===== config.mk =====
export PLATFORM = sky130hd
export DESIGN_NAME = tmr_frame
export DESIGN_NICKNAME = d
export VERILOG_FILES = /design/src/rtl/tmr_pkg.sv /design/src/rtl/tmr_counter.sv /design/src/rtl/tmr_channel.sv /design/src/rtl/tmr_frame.sv
export SDC_FILE = /design/constraint.sdc
export NUM_CORES = 2
export LEC_CHECK = 0
export BUFFER_PORTS_ARGS = -buffer_cell sky130_fd_sc_hd__buf_2
export CORE_ASPECT_RATIO = 1.5
export CORE_UTILIZATION = 59
export CTS_BUF_LIST = sky130_fd_sc_hd__clkbuf_8 sky130_fd_sc_hd__clkbuf_16
export DETAILED_ROUTE_END_ITERATION = 6
export PLACE_DENSITY = 0.79
export SYNTH_ARGS = -nofsm -noshare
export SYNTH_HDL_FRONTEND = slang
export SYNTH_SLANG_ARGS = --single-unit

===== constraint.sdc =====
create_clock -name clk_i -period 6.05 [get_ports clk_i]
set_input_delay 1.21 -clock clk_i [delete_from_list [all_inputs] [get_ports clk_i]]
set_output_delay 1.21 -clock clk_i [all_outputs]
set_load 0.005 [all_outputs]

===== src/rtl/tmr_pkg.sv =====
package tmr_pkg;
  localparam int AW   = 12;
  localparam int DW   = 32;
  localparam int CW   = 64;
  localparam int ACW  = 8;
  localparam int CH_N = 2;

  // control frame
  localparam logic [AW-1:0] C_FREQ    = 12'h000;
  localparam logic [AW-1:0] C_NSA     = 12'h004;
  localparam logic [AW-1:0] C_ID      = 12'h008;
  localparam logic [AW-1:0] C_ACR     = 12'h040;
  localparam logic [AW-1:0] C_VOFF_LO = 12'h080;
  localparam logic [AW-1:0] C_VOFF_HI = 12'h084;
  // timer frame
  localparam logic [AW-1:0] T_PCT_LO  = 12'h000;
  localparam logic [AW-1:0] T_PCT_HI  = 12'h004;
  localparam logic [AW-1:0] T_VCT_LO  = 12'h008;
  localparam logic [AW-1:0] T_VCT_HI  = 12'h00C;
  localparam logic [AW-1:0] T_FREQ    = 12'h010;
  localparam logic [AW-1:0] T_UACR    = 12'h014;
  localparam logic [AW-1:0] T_VOFF_LO = 12'h018;
  localparam logic [AW-1:0] T_VOFF_HI = 12'h01C;
  localparam int CH_BASE   = 'h20;
  localparam int CH_STRIDE = 'h10;

  localparam logic [DW-1:0] ID_WORD = 32'h0000_0002;

  typedef enum logic [1:0] {
    SLOT_CV_LO = 2'd0,
    SLOT_CV_HI = 2'd1,
    SLOT_REL   = 2'd2,
    SLOT_CTL   = 2'd3
  } ch_slot_e;

  function automatic logic [AW-1:0] ch_addr(input int ch, input ch_slot_e slot);
    return AW'(CH_BASE + ch * CH_STRIDE + 4 * int'(slot));
  endfunction
endpackage


===== src/rtl/tmr_counter.sv =====
module tmr_counter #(
  parameter int CW = 64
) (
  input  logic          clk_i,
  input  logic          rst_ni,
  input  logic          run_i,
  input  logic          tick_i,
  output logic [CW-1:0] cnt_o
);
  always_ff @(posedge clk_i or negedge rst_ni) begin
    if (!rst_ni)              cnt_o <= '0;
    else if (run_i && tick_i) cnt_o <= cnt_o + 1'b1;
  end

  AST_HOLD_OFF: assert property (@(posedge clk_i) disable iff (!rst_ni)
    !(run_i && tick_i) |=> $stable(cnt_o));
  AST_STEP_ONE: assert property (@(posedge clk_i) disable iff (!rst_ni)
    (run_i && tick_i) |=> cnt_o == $past(cnt_o) + 1'b1);
endmodule


===== src/rtl/tmr_channel.sv =====
module tmr_channel #(
  parameter int CW = 64,
  parameter int DW = 32
) (
  input  logic          clk_i,
  input  logic          rst_ni,
  input  logic [CW-1:0] count_i,
  input  logic [DW-1:0] wdata_i,
  input  logic          we_lo_i,
  input  logic          we_hi_i,
  input  logic          we_rel_i,
  input  logic          we_ctl_i,
  output logic [CW-1:0] cval_o,
  output logic [DW-1:0] rel_o,
  output logic [DW-1:0] ctl_o,
  output logic          irq_o
);
  logic en_q, mask_q, status;

  always_ff @(posedge clk_i or negedge rst_ni) begin
    if (!rst_ni) begin
      cval_o <= '0;
      en_q   <= 1'b0;
      mask_q <= 1'b0;
    end else begin
      if (we_lo_i)  cval_o[DW-1:0]  <= wdata_i;
      if (we_hi_i)  cval_o[CW-1:DW] <= wdata_i[CW-DW-1:0];
      if (we_rel_i) cval_o <= count_i + {{(CW-DW){wdata_i[DW-1]}}, wdata_i};
      if (we_ctl_i) begin
        en_q   <= wdata_i[0];
        mask_q <= wdata_i[1];
      end
    end
  end

  assign status = en_q && (count_i >= cval_o);
  assign rel_o  = cval_o[DW-1:0] - count_i[DW-1:0];
  assign ctl_o  = {{(DW-3){1'b0}}, status, mask_q, en_q};
  assign irq_o  = status && !mask_q;

  AST_REL_LOAD: assert property (@(posedge clk_i) disable iff (!rst_ni)
    we_rel_i |=> cval_o == $past(count_i) + {{(CW-DW){$past(wdata_i[DW-1])}}, $past(wdata_i)});
  AST_MASK_QUIET: assert property (@(posedge clk_i) disable iff (!rst_ni)
    ctl_o[1] |-> !irq_o);
  AST_IRQ_NEEDS_EN: assert property (@(posedge clk_i) disable iff (!rst_ni)
    irq_o |-> ctl_o[0] && ctl_o[2]);
endmodule


===== src/rtl/tmr_frame.sv =====
module tmr_frame
  import tmr_pkg::*;
(
  input  logic          clk_i,
  input  logic          rst_ni,
  input  logic          tick_i,
  input  logic          req_i,
  input  logic          we_i,
  input  logic          frame_i,
  input  logic [AW-1:0] addr_i,
  input  logic [DW-1:0] wdata_i,
  output logic [DW-1:0] rdata_o,
  output logic          irq_phys_o,
  output logic          irq_virt_o
);
  logic            wr, rd, run;
  logic [DW-1:0]   freq_q;
  logic [ACW-1:0]  nsa_q, acr_q, uacr_q;
  logic [CW-1:0]   voff_q, cnt, pct, vct;
  logic [DW-1:0]   snap_p_q, snap_v_q;
  logic [CW-1:0]   ch_cnt  [CH_N];
  logic [CW-1:0]   ch_cval [CH_N];
  logic [DW-1:0]   ch_rel  [CH_N];
  logic [DW-1:0]   ch_ctl  [CH_N];
  logic [CH_N-1:0] ch_irq;

  assign wr  = req_i && we_i;
  assign rd  = req_i && !we_i;
  assign run = (freq_q != '0);
  assign pct = run ? cnt : '0;
  assign vct = run ? (cnt - voff_q) : '0;
  assign ch_cnt[0] = pct;
  assign ch_cnt[1] = vct;

  tmr_counter #(.CW(CW)) u_cnt (
    .clk_i, .rst_ni, .run_i(run), .tick_i, .cnt_o(cnt)
  );

  for (genvar g = 0; g < CH_N; g++) begin : g_ch
    logic hit_t;
    assign hit_t = wr && frame_i;
    tmr_channel #(.CW(CW), .DW(DW)) u_ch (
      .clk_i, .rst_ni,
      .count_i (ch_cnt[g]),
      .wdata_i,
      .we_lo_i (hit_t && addr_i == ch_addr(g, SLOT_CV_LO)),
      .we_hi_i (hit_t && addr_i == ch_addr(g, SLOT_CV_HI)),
      .we_rel_i(hit_t && addr_i == ch_addr(g, SLOT_REL)),
      .we_ctl_i(hit_t && addr_i == ch_addr(g, SLOT_CTL)),
      .cval_o  (ch_cval[g]),
      .rel_o   (ch_rel[g]),
      .ctl_o   (ch_ctl[g]),
      .irq_o   (ch_irq[g])
    );
  end

  assign irq_phys_o = ch_irq[0];
  assign irq_virt_o = ch_irq[1];

  always_ff @(posedge clk_i or negedge rst_ni) begin
    if (!rst_ni) begin
      freq_q   <= '0;
      nsa_q    <= '0;
      acr_q    <= '0;
      uacr_q   <= '0;
      voff_q   <= '0;
      snap_p_q <= '0;
      snap_v_q <= '0;
    end else begin
      if (wr && !frame_i) begin
        case (addr_i)
          C_FREQ:    freq_q           <= wdata_i;
          C_NSA:     nsa_q            <= wdata_i[ACW-1:0];
          C_ACR:     acr_q            <= wdata_i[ACW-1:0];
          C_VOFF_LO: voff_q[DW-1:0]   <= wdata_i;
          C_VOFF_HI: voff_q[CW-1:DW]  <= wdata_i[CW-DW-1:0];
          default: ;
        endcase
      end
      if (wr && frame_i && addr_i == T_UACR) uacr_q <= wdata_i[ACW-1:0];
      // high words captured with the low-word read for coherent pairs
      if (rd && frame_i && addr_i == T_PCT_LO) snap_p_q <= pct[CW-1:DW];
      if (rd && frame_i && addr_i == T_VCT_LO) snap_v_q <= vct[CW-1:DW];
    end
  end

  always_comb begin
    rdata_o = '0;
    if (rd && !frame_i) begin
      case (addr_i)
        C_FREQ:    rdata_o = freq_q;
        C_NSA:     rdata_o = DW'(nsa_q);
        C_ID:      rdata_o = ID_WORD;
        C_ACR:     rdata_o = DW'(acr_q);
        C_VOFF_LO: rdata_o = voff_q[DW-1:0];
        C_VOFF_HI: rdata_o = voff_q[CW-1:DW];
        default: ;
      endcase
    end else if (rd && frame_i) begin
      case (addr_i)
        T_PCT_LO:  rdata_o = pct[DW-1:0];
        T_PCT_HI:  rdata_o = snap_p_q;
        T_VCT_LO:  rdata_o = vct[DW-1:0];
        T_VCT_HI:  rdata_o = snap_v_q;
        T_FREQ:    rdata_o = freq_q;
        T_UACR:    rdata_o = DW'(uacr_q);
        T_VOFF_LO: rdata_o = voff_q[DW-1:0];
        T_VOFF_HI: rdata_o = voff_q[CW-1:DW];
        default: ;
      endcase
      for (int c = 0; c < CH_N; c++) begin
        if (addr_i == ch_addr(c, SLOT_CV_LO)) rdata_o = ch_cval[c][DW-1:0];
        if (addr_i == ch_addr(c, SLOT_CV_HI)) rdata_o = ch_cval[c][CW-1:DW];
        if (addr_i == ch_addr(c, SLOT_REL))   rdata_o = ch_rel[c];
        if (addr_i == ch_addr(c, SLOT_CTL))   rdata_o = ch_ctl[c];
      end
    end
  end

  AST_RO_FREQ: assert property (@(posedge clk_i) disable iff (!rst_ni)
    (wr && frame_i) |=> $stable(freq_q));
  AST_RO_VOFF: assert property (@(posedge clk_i) disable iff (!rst_ni)
    (wr && frame_i) |=> $stable(voff_q));
  AST_OFF_QUIET: assert property (@(posedge clk_i) disable iff (!rst_ni)
    !run |-> (pct == '0 && vct == '0));
  AST_READ_IDLE: assert property (@(posedge clk_i) disable iff (!rst_ni)
    !rd |-> rdata_o == '0);
endmodule


==> results.txt, run 1 <==
- Status: did not finish
- The flow halted during 5_1_grt.
- The tool reported: "[ERROR GRT-0116] Global routing finished with congestion. Check the congestion regions in the DRC Viewer".
- For this configuration, the core starts out at a cell density of 0.600.
- The synthesized netlist occupies a cell area of around 36000 um^2.
* First-pass GRT wire length: about 320000 um
- The via count of the first global-routing pass was about 45000.
- Horizontal extent of the die: between 200 and 250 um
* Dominant cell by count in the synthesized netlist: sky130_fd_sc_hd__nand2_1
- For this design, the sink count on the clock tree is between 300 and 400.
* Root cell of the clock tree: sky130_fd_sc_hd__clkbuf_16
- Yosys printed 0 warnings.
- Commonest cells post-synth: sky130_fd_sc_hd__nand2_1 (468), sky130_fd_sc_hd__dfrtp_1 (380), sky130_fd_sc_hd__ha_1 (378)
* Die height: slightly above 300 um
- Global-route usage over all layers: 0.720
- Of all cell types, the one taking the most synthesized area is sky130_fd_sc_hd__dfrtp_1.
- Synthesis handed over a netlist of 4384 instances.
- Count of different cell masters after synthesis: 87
- The synthesized design contains 380 register bits.
- For this run, the register share of the synthesized area comes to 0.267.
- Number of enable-type register cells in the synthesized netlist: 0
- The longest clock path from root to sink contains 3 buffers.
- Summed over all layers, the global routing overflow is between 70 and 80.
- In this run the core area contains about 110 standard-cell rows.
- Flip-flop cell with the highest count after synthesis: sky130_fd_sc_hd__dfrtp_1
- By area the synthesized netlist is led by sky130_fd_sc_hd__dfrtp_1 (27%), sky130_fd_sc_hd__ha_1 (13%), sky130_fd_sc_hd__a21oi_1 (4.9%).
- Entering global routing, the biggest net connects roughly 150 pins.
- Port buffering added just over 80 buffers.
- Post-synthesis async set-or-reset flop share: 1.00
- The number of nets handed over by synthesis was a little under 5000.
- Yosys top cell area share: 0.267
* Clock buffers created by TritonCTS: 44
- Depth of the CTS H-tree: 2
* Number of top-level pins: 84
* Last weighted congestion value of the routability-driven placer: 1.15
- The average instance in the mapped netlist occupies 8.12 um^2.
- Placed wire-length estimate: roughly 150000 um
routing by layer:
metal | overflow | track usage
met5 | 0 | 0.0908
met4 | 44 | 0.768
met3 | 0 | 0.469
met2 | 31 | 0.944
met1 | 0 | 0.729
per-stage QoR:
| step | worst slack, ns | setup TNS [ns] | util | instances | area [um^2] |
|---|---|---|---|---|---|
| after floorplan | -0.000945 | -0.000945 | - | 4384 | 35600 |
| after detailed placement | -1.19 | -10.08 | 0.736 | 5995 | 43700 |
| after global placement | -1.02 | -7.80 | 0.736 | 5995 | 43700 |
| after CTS | -1.36 | -12.55 | 0.784 | 6102 | 46500 |
what timing repair did:
item | in CTS
gates resized for setup | 253
buffers inserted | 27
setup endpoints to repair | 45
hold buffers | 0
cloned | 1
pin swaps | 95
kinds of logic after synthesis:
| logic type | Yosys count | share of synthesized area |
|---|---|---|
| AO/OA/AOI/OAI | 1441 | 0.266 |
| XOR/XNOR | 274 | 0.0674 |
| adder cells (fa/ha/maj) | 383 | 0.136 |
| buffers and inverters | 530 | 0.0562 |
| flip-flops | 380 | 0.267 |
| multiplexers | 152 | 0.0470 |
| AND/OR/NAND/NOR | 1224 | 0.161 |
==> run 2, diff against run 1 <==
- CORE_ASPECT_RATIO: 1.5 -> unset
- CORE_UTILIZATION: 59 -> 40
- CTS_BUF_LIST: sky130_fd_sc_hd__clkbuf_8 sky130_fd_sc_hd__clkbuf_16 -> unset
- PLACE_DENSITY: 0.79 -> unset
- PLACE_DENSITY_LB_ADDON: unset -> 0.15
- clock period: 6.05 -> 7.85 ns (I/O delays scaled with it)
==> results.txt, run 2 <==
- Data arrival time of the worst path: 6.39 ns
* Crit-path most repeated cell: sky130_fd_sc_hd__a21oi_1
- Max cap viols: 0
- Setup violations remaining at the end of the flow were counted as 2.
* Standby leakage power: between 20 and 25 nW
- First-pass GRT wire length: approximately 250000 um
* Global-route usage over all layers: 0.389
* Delay contributed by the slowest stage of the critical path: 0.49 ns
- Power spread over the standard cell area amounts to ~130 nW/um^2.
* Initial core utilization: 0.404 (-0.197)
- Multiplexer share of the synthesized area: 0.0470 (unchanged)
- The post-synthesis register bit count was 380 (unchanged).
- On the critical path, the stage with the largest delay is an instance of sky130_fd_sc_hd__dfrtp_1.
- Ranked by flip-flop count, first place goes to g_ch.u_ch.cval_o.
* Setup repair after global routing missed its margin: true
* Placed cell count: 5681 (-5.2%)
* Count of different cell masters after synthesis: 87 (unchanged)
- Slew HR: 0.0625
- The Yosys warning count is 0 (unchanged).
* Antenna Violating Nets Remaining: 0
- Number of top-level pins: 84 (unchanged)
- The combined area of all synthesized cells came to 35600 um^2 (unchanged).
- The share of synthesized cell area in full adder, half adder and majority cells came to 0.136 (unchanged).
* Dominant cell by count in the synthesized netlist: sky130_fd_sc_hd__nand2_1
* Clk slew on worst S/H paths: 0.06 ns
- The horizontal die dimension came to 300 um (+48%).
* Filler instances: 8860
- Worst-Skew Late Latency: ~0.66 ns
* Path type of the worst min-delay path: reg2reg
- CTS placed an instance of sky130_fd_sc_hd__clkbuf_16 at the clock tree root.
- In the layout the commonest cells are sky130_fd_sc_hd__nand2_1 (458), sky130_fd_sc_hd__dfrtp_1 (379), sky130_fd_sc_hd__ha_1 (371).
* Yosys top cell area share: 0.267 (unchanged)
* Required time at the worst-slack endpoint: 6.28 ns
- Core outline area: 88200 um^2
- Port Buf Inserts: 83 (unchanged)
- Syn avg cell area: 8.12 um^2 (unchanged)
* Number of flip-flops under the largest register name: about 130
* Commonest cells post-synth: sky130_fd_sc_hd__nand2_1 (468), sky130_fd_sc_hd__dfrtp_1 (380), sky130_fd_sc_hd__ha_1 (378)
- The die boundary height came to 300 um (-0.83%).
* Number of vias per cell: roughly 6.3
* Largest driver fanout on the critical path: 5
* Final Slew Violations: 0
* Seq/Total Area, Yosys: 0.267 (unchanged)
- After synthesis, the largest family of logic cells by area is compound AO/OA/AOI/OAI gates.
- Residual DRC: 75
- The area growth from synthesis to layout is 15.8%.
- Endpoint class of the critical path: output port
* Slew @ Worst Pin: about 1.4 ns
- Last weighted congestion value of the routability-driven placer: 1.03 (-11%)
* Setup TNS: -0.144 ns
- The number of H-tree branching levels is 2 (unchanged).
- Final period demand of the worst path: 7.96 ns
- Post-synthesis async set-or-reset flop share: 1.00 (unchanged)
* Number of enable-type register cells in the synthesized netlist: 0 (unchanged)
- TritonCTS built the clock tree.
* Number of nets produced by synthesis: 4817 (unchanged)
* Status: finished, violations left
- Number of buffers on the longest clock path: 3 (unchanged)
* Startpoint types: flop
- Xor and xnor fraction of the mapped netlist area: 0.0674 (unchanged)
- First drt pass iteration count: 7
- DR vias: ~36000
- Worst setup margin: -0.106 ns
- Total global routing overflow: 0
* Post-layout instance count excluding filler cells: between 5000 and 6000
- The via count of the first global-routing pass is ~34000.
- IR analysis of the VDD net gives a maximum drop of about 0.16 mV.
- Synthesized-area fraction occupied by ao, oa, aoi and oai cells: 0.266 (unchanged)
- Number of rows created at floorplan: 109 (unchanged)
- Of the cells placed in the final design, the portion with a size suffix greater than 1 is 0.149.
* Library cell with the largest summed area after synthesis: sky130_fd_sc_hd__dfrtp_1
- The worst setup path is of the reg2out kind.
- Portion of the clock cycle consumed by the worst path in the final layout: 1.01
- Achievable Freq: between 100 and 150 MHz
- The count of final hold-check violations was 0.
- Flip-flop cell with the highest count after synthesis: sky130_fd_sc_hd__dfrtp_1
- The area fraction in and, or, nand and nor cells after synthesis was 0.161 (unchanged).
* Wirelength per Cell: about 31 um
- The initial antenna violation count is 12.
- The library cell used most frequently in the layout, excluding fill and tap cells, is sky130_fd_sc_hd__nand2_1.
- Total Wirelength: around 180000 um
- The largest registers in the layout are g_ch.u_ch.cval_o: 128 flops, u_cnt.cnt_o: 64 flops, voff_q: 64 flops.
- The die covers roughly 90000 um^2.
- The tightest hold path in the finished design has a slack of around 0.5 ns.
- In the final design database the tool counted 5021 nets.
- The number of buffers inserted during clock tree synthesis is 52 (+18%).
- Violations in the final reports: design-rule violations, negative setup slack
- Largest net degree at the start of global routing: 139
- The estimated wirelength of the detail-placed design came to 140000 um (-4.8%).
* # clock sinks: 380 (unchanged)
- Clock skew on the completed layout was measured at between 0.03 and 0.04 ns.
- Synth area leaders: sky130_fd_sc_hd__dfrtp_1 (27%), sky130_fd_sc_hd__ha_1 (13%), sky130_fd_sc_hd__a21oi_1 (4.9%)
* Initial detailed-routing violation count: 4527
- Cells after Synth: 4384 (unchanged)
-- run 2: cell counts after synthesis --
Identical to the previous run, type by type.
-- run 2: path summary, 6_finish.rpt --
path / end / cells past startpoint / slack, ns / from
max: rdata_o[2] / 30 / -0.11 / u_cnt.cnt_o[30]$_DFFE_PN0P_
max reg2reg: g_ch[1].u_ch.cval_o[63]$_DFFE_PN0P_ / 28 / 0.86 / u_cnt.cnt_o[2]$_DFFE_PN0P_
min reg2reg: snap_p_q[31]$_DFFE_PN0P_ / 2 / 0.49 / snap_p_q[31]$_DFFE_PN0P_
min: snap_p_q[31]$_DFFE_PN0P_ / 2 / 0.49 / snap_p_q[31]$_DFFE_PN0P_
max in group asynchronous: u_cnt.cnt_o[46]$_DFFE_PN0P_ / 2 / 5.38 / rst_ni
min in group asynchronous: g_ch[1].u_ch.cval_o[2]$_DFFE_PN0P_ / 1 / 0.94 / rst_ni
-- run 2: cell type report --
type,count,area (um^2),area share
Multi-Input combinational cell,3474,24600,0.596
Inverter,335,1260,0.0305
Clock buffer,70,1470,0.0356
Clock inverter,25,464,0.0113
Sequential cell,380,9510,0.231
Timing Repair Buffer,345,2490,0.0603
Antenna cell,6,15.0,0.000364
Tap cell,1165,1460,0.0353
-- run 2: layer usage --
| metal | vias to the layer above | share of wire | global-route usage |
|---|---|---|---|
| met4 | 4 | 0.081 | 0.269 |
| met3 | 443 | 0.077 | 0.0625 |
| met2 | 1864 | 0.44 | 0.601 |
| met5 | - | 0.00018 | 0 |
| met1 | 17700 | 0.41 | 0.497 |
| li1 | 16400 | - | - |
-- run 2: repair_timing --
| action | CTS | global route |
|---|---|---|
| gates cloned | 0 | 0 |
| pin swaps | 32 | 16 |
| setup endpoints to repair | 8 | 12 |
| resized for setup | 43 | 60 |
| setup buffers | 12 | 6 |
| hold buffers | 0 | 0 |
-- run 2: power breakdown --
group | switching (mW) | internal, mW | total, mW
Combinational | 0.339 | 0.153 | 0.491
Clock | 1.07 | 1.71 | 2.78
Sequential | 0.00635 | 1.96 | 1.97
Total | 1.42 | 3.82 | 5.24
-- run 2: cell families after synthesis --
group	Yosys count
xor gates and xnor gates	274
muxes	152
adders and majority gates	383
AOI/OAI and AO/OA	1441
buffers and inverters	530
and+or+nand+nor	1224
DFF	380
-- run 2: per-stage QoR --
| stage | utilization | worst slack [ns] | power, mW | cell area, um^2 |
|---|---|---|---|---|
| global placement | 0.440 | 0.129 | 2.47 | 38800 |
| floorplan | - | 0.996 | 2.23 | 35600 |
| global route | 0.467 | -0.396 | 5.36 | 41200 |
| detailed placement | 0.440 | -0.0740 | 2.47 | 38800 |
| CTS | 0.464 | -0.0124 | 5.25 | 41000 |
| finish | 0.467 | -0.106 | 5.24 | 41200 |
-- run 2: worst max-delay path, delay by kind of cell, from the launching register on --
kind / cells / cell delay (ns)
XOR/XNOR: 1 / 0.11
adder cells (fa/ha/maj): 2 / 0.69
AND/OR/NAND/NOR: 7 / 0.79
AO/OA/AOI/OAI: 17 / 3.11
flip-flops: 1 / 0.49
buffers and inverters: 3 / 0.55
(Power assumes the default switching activity.)
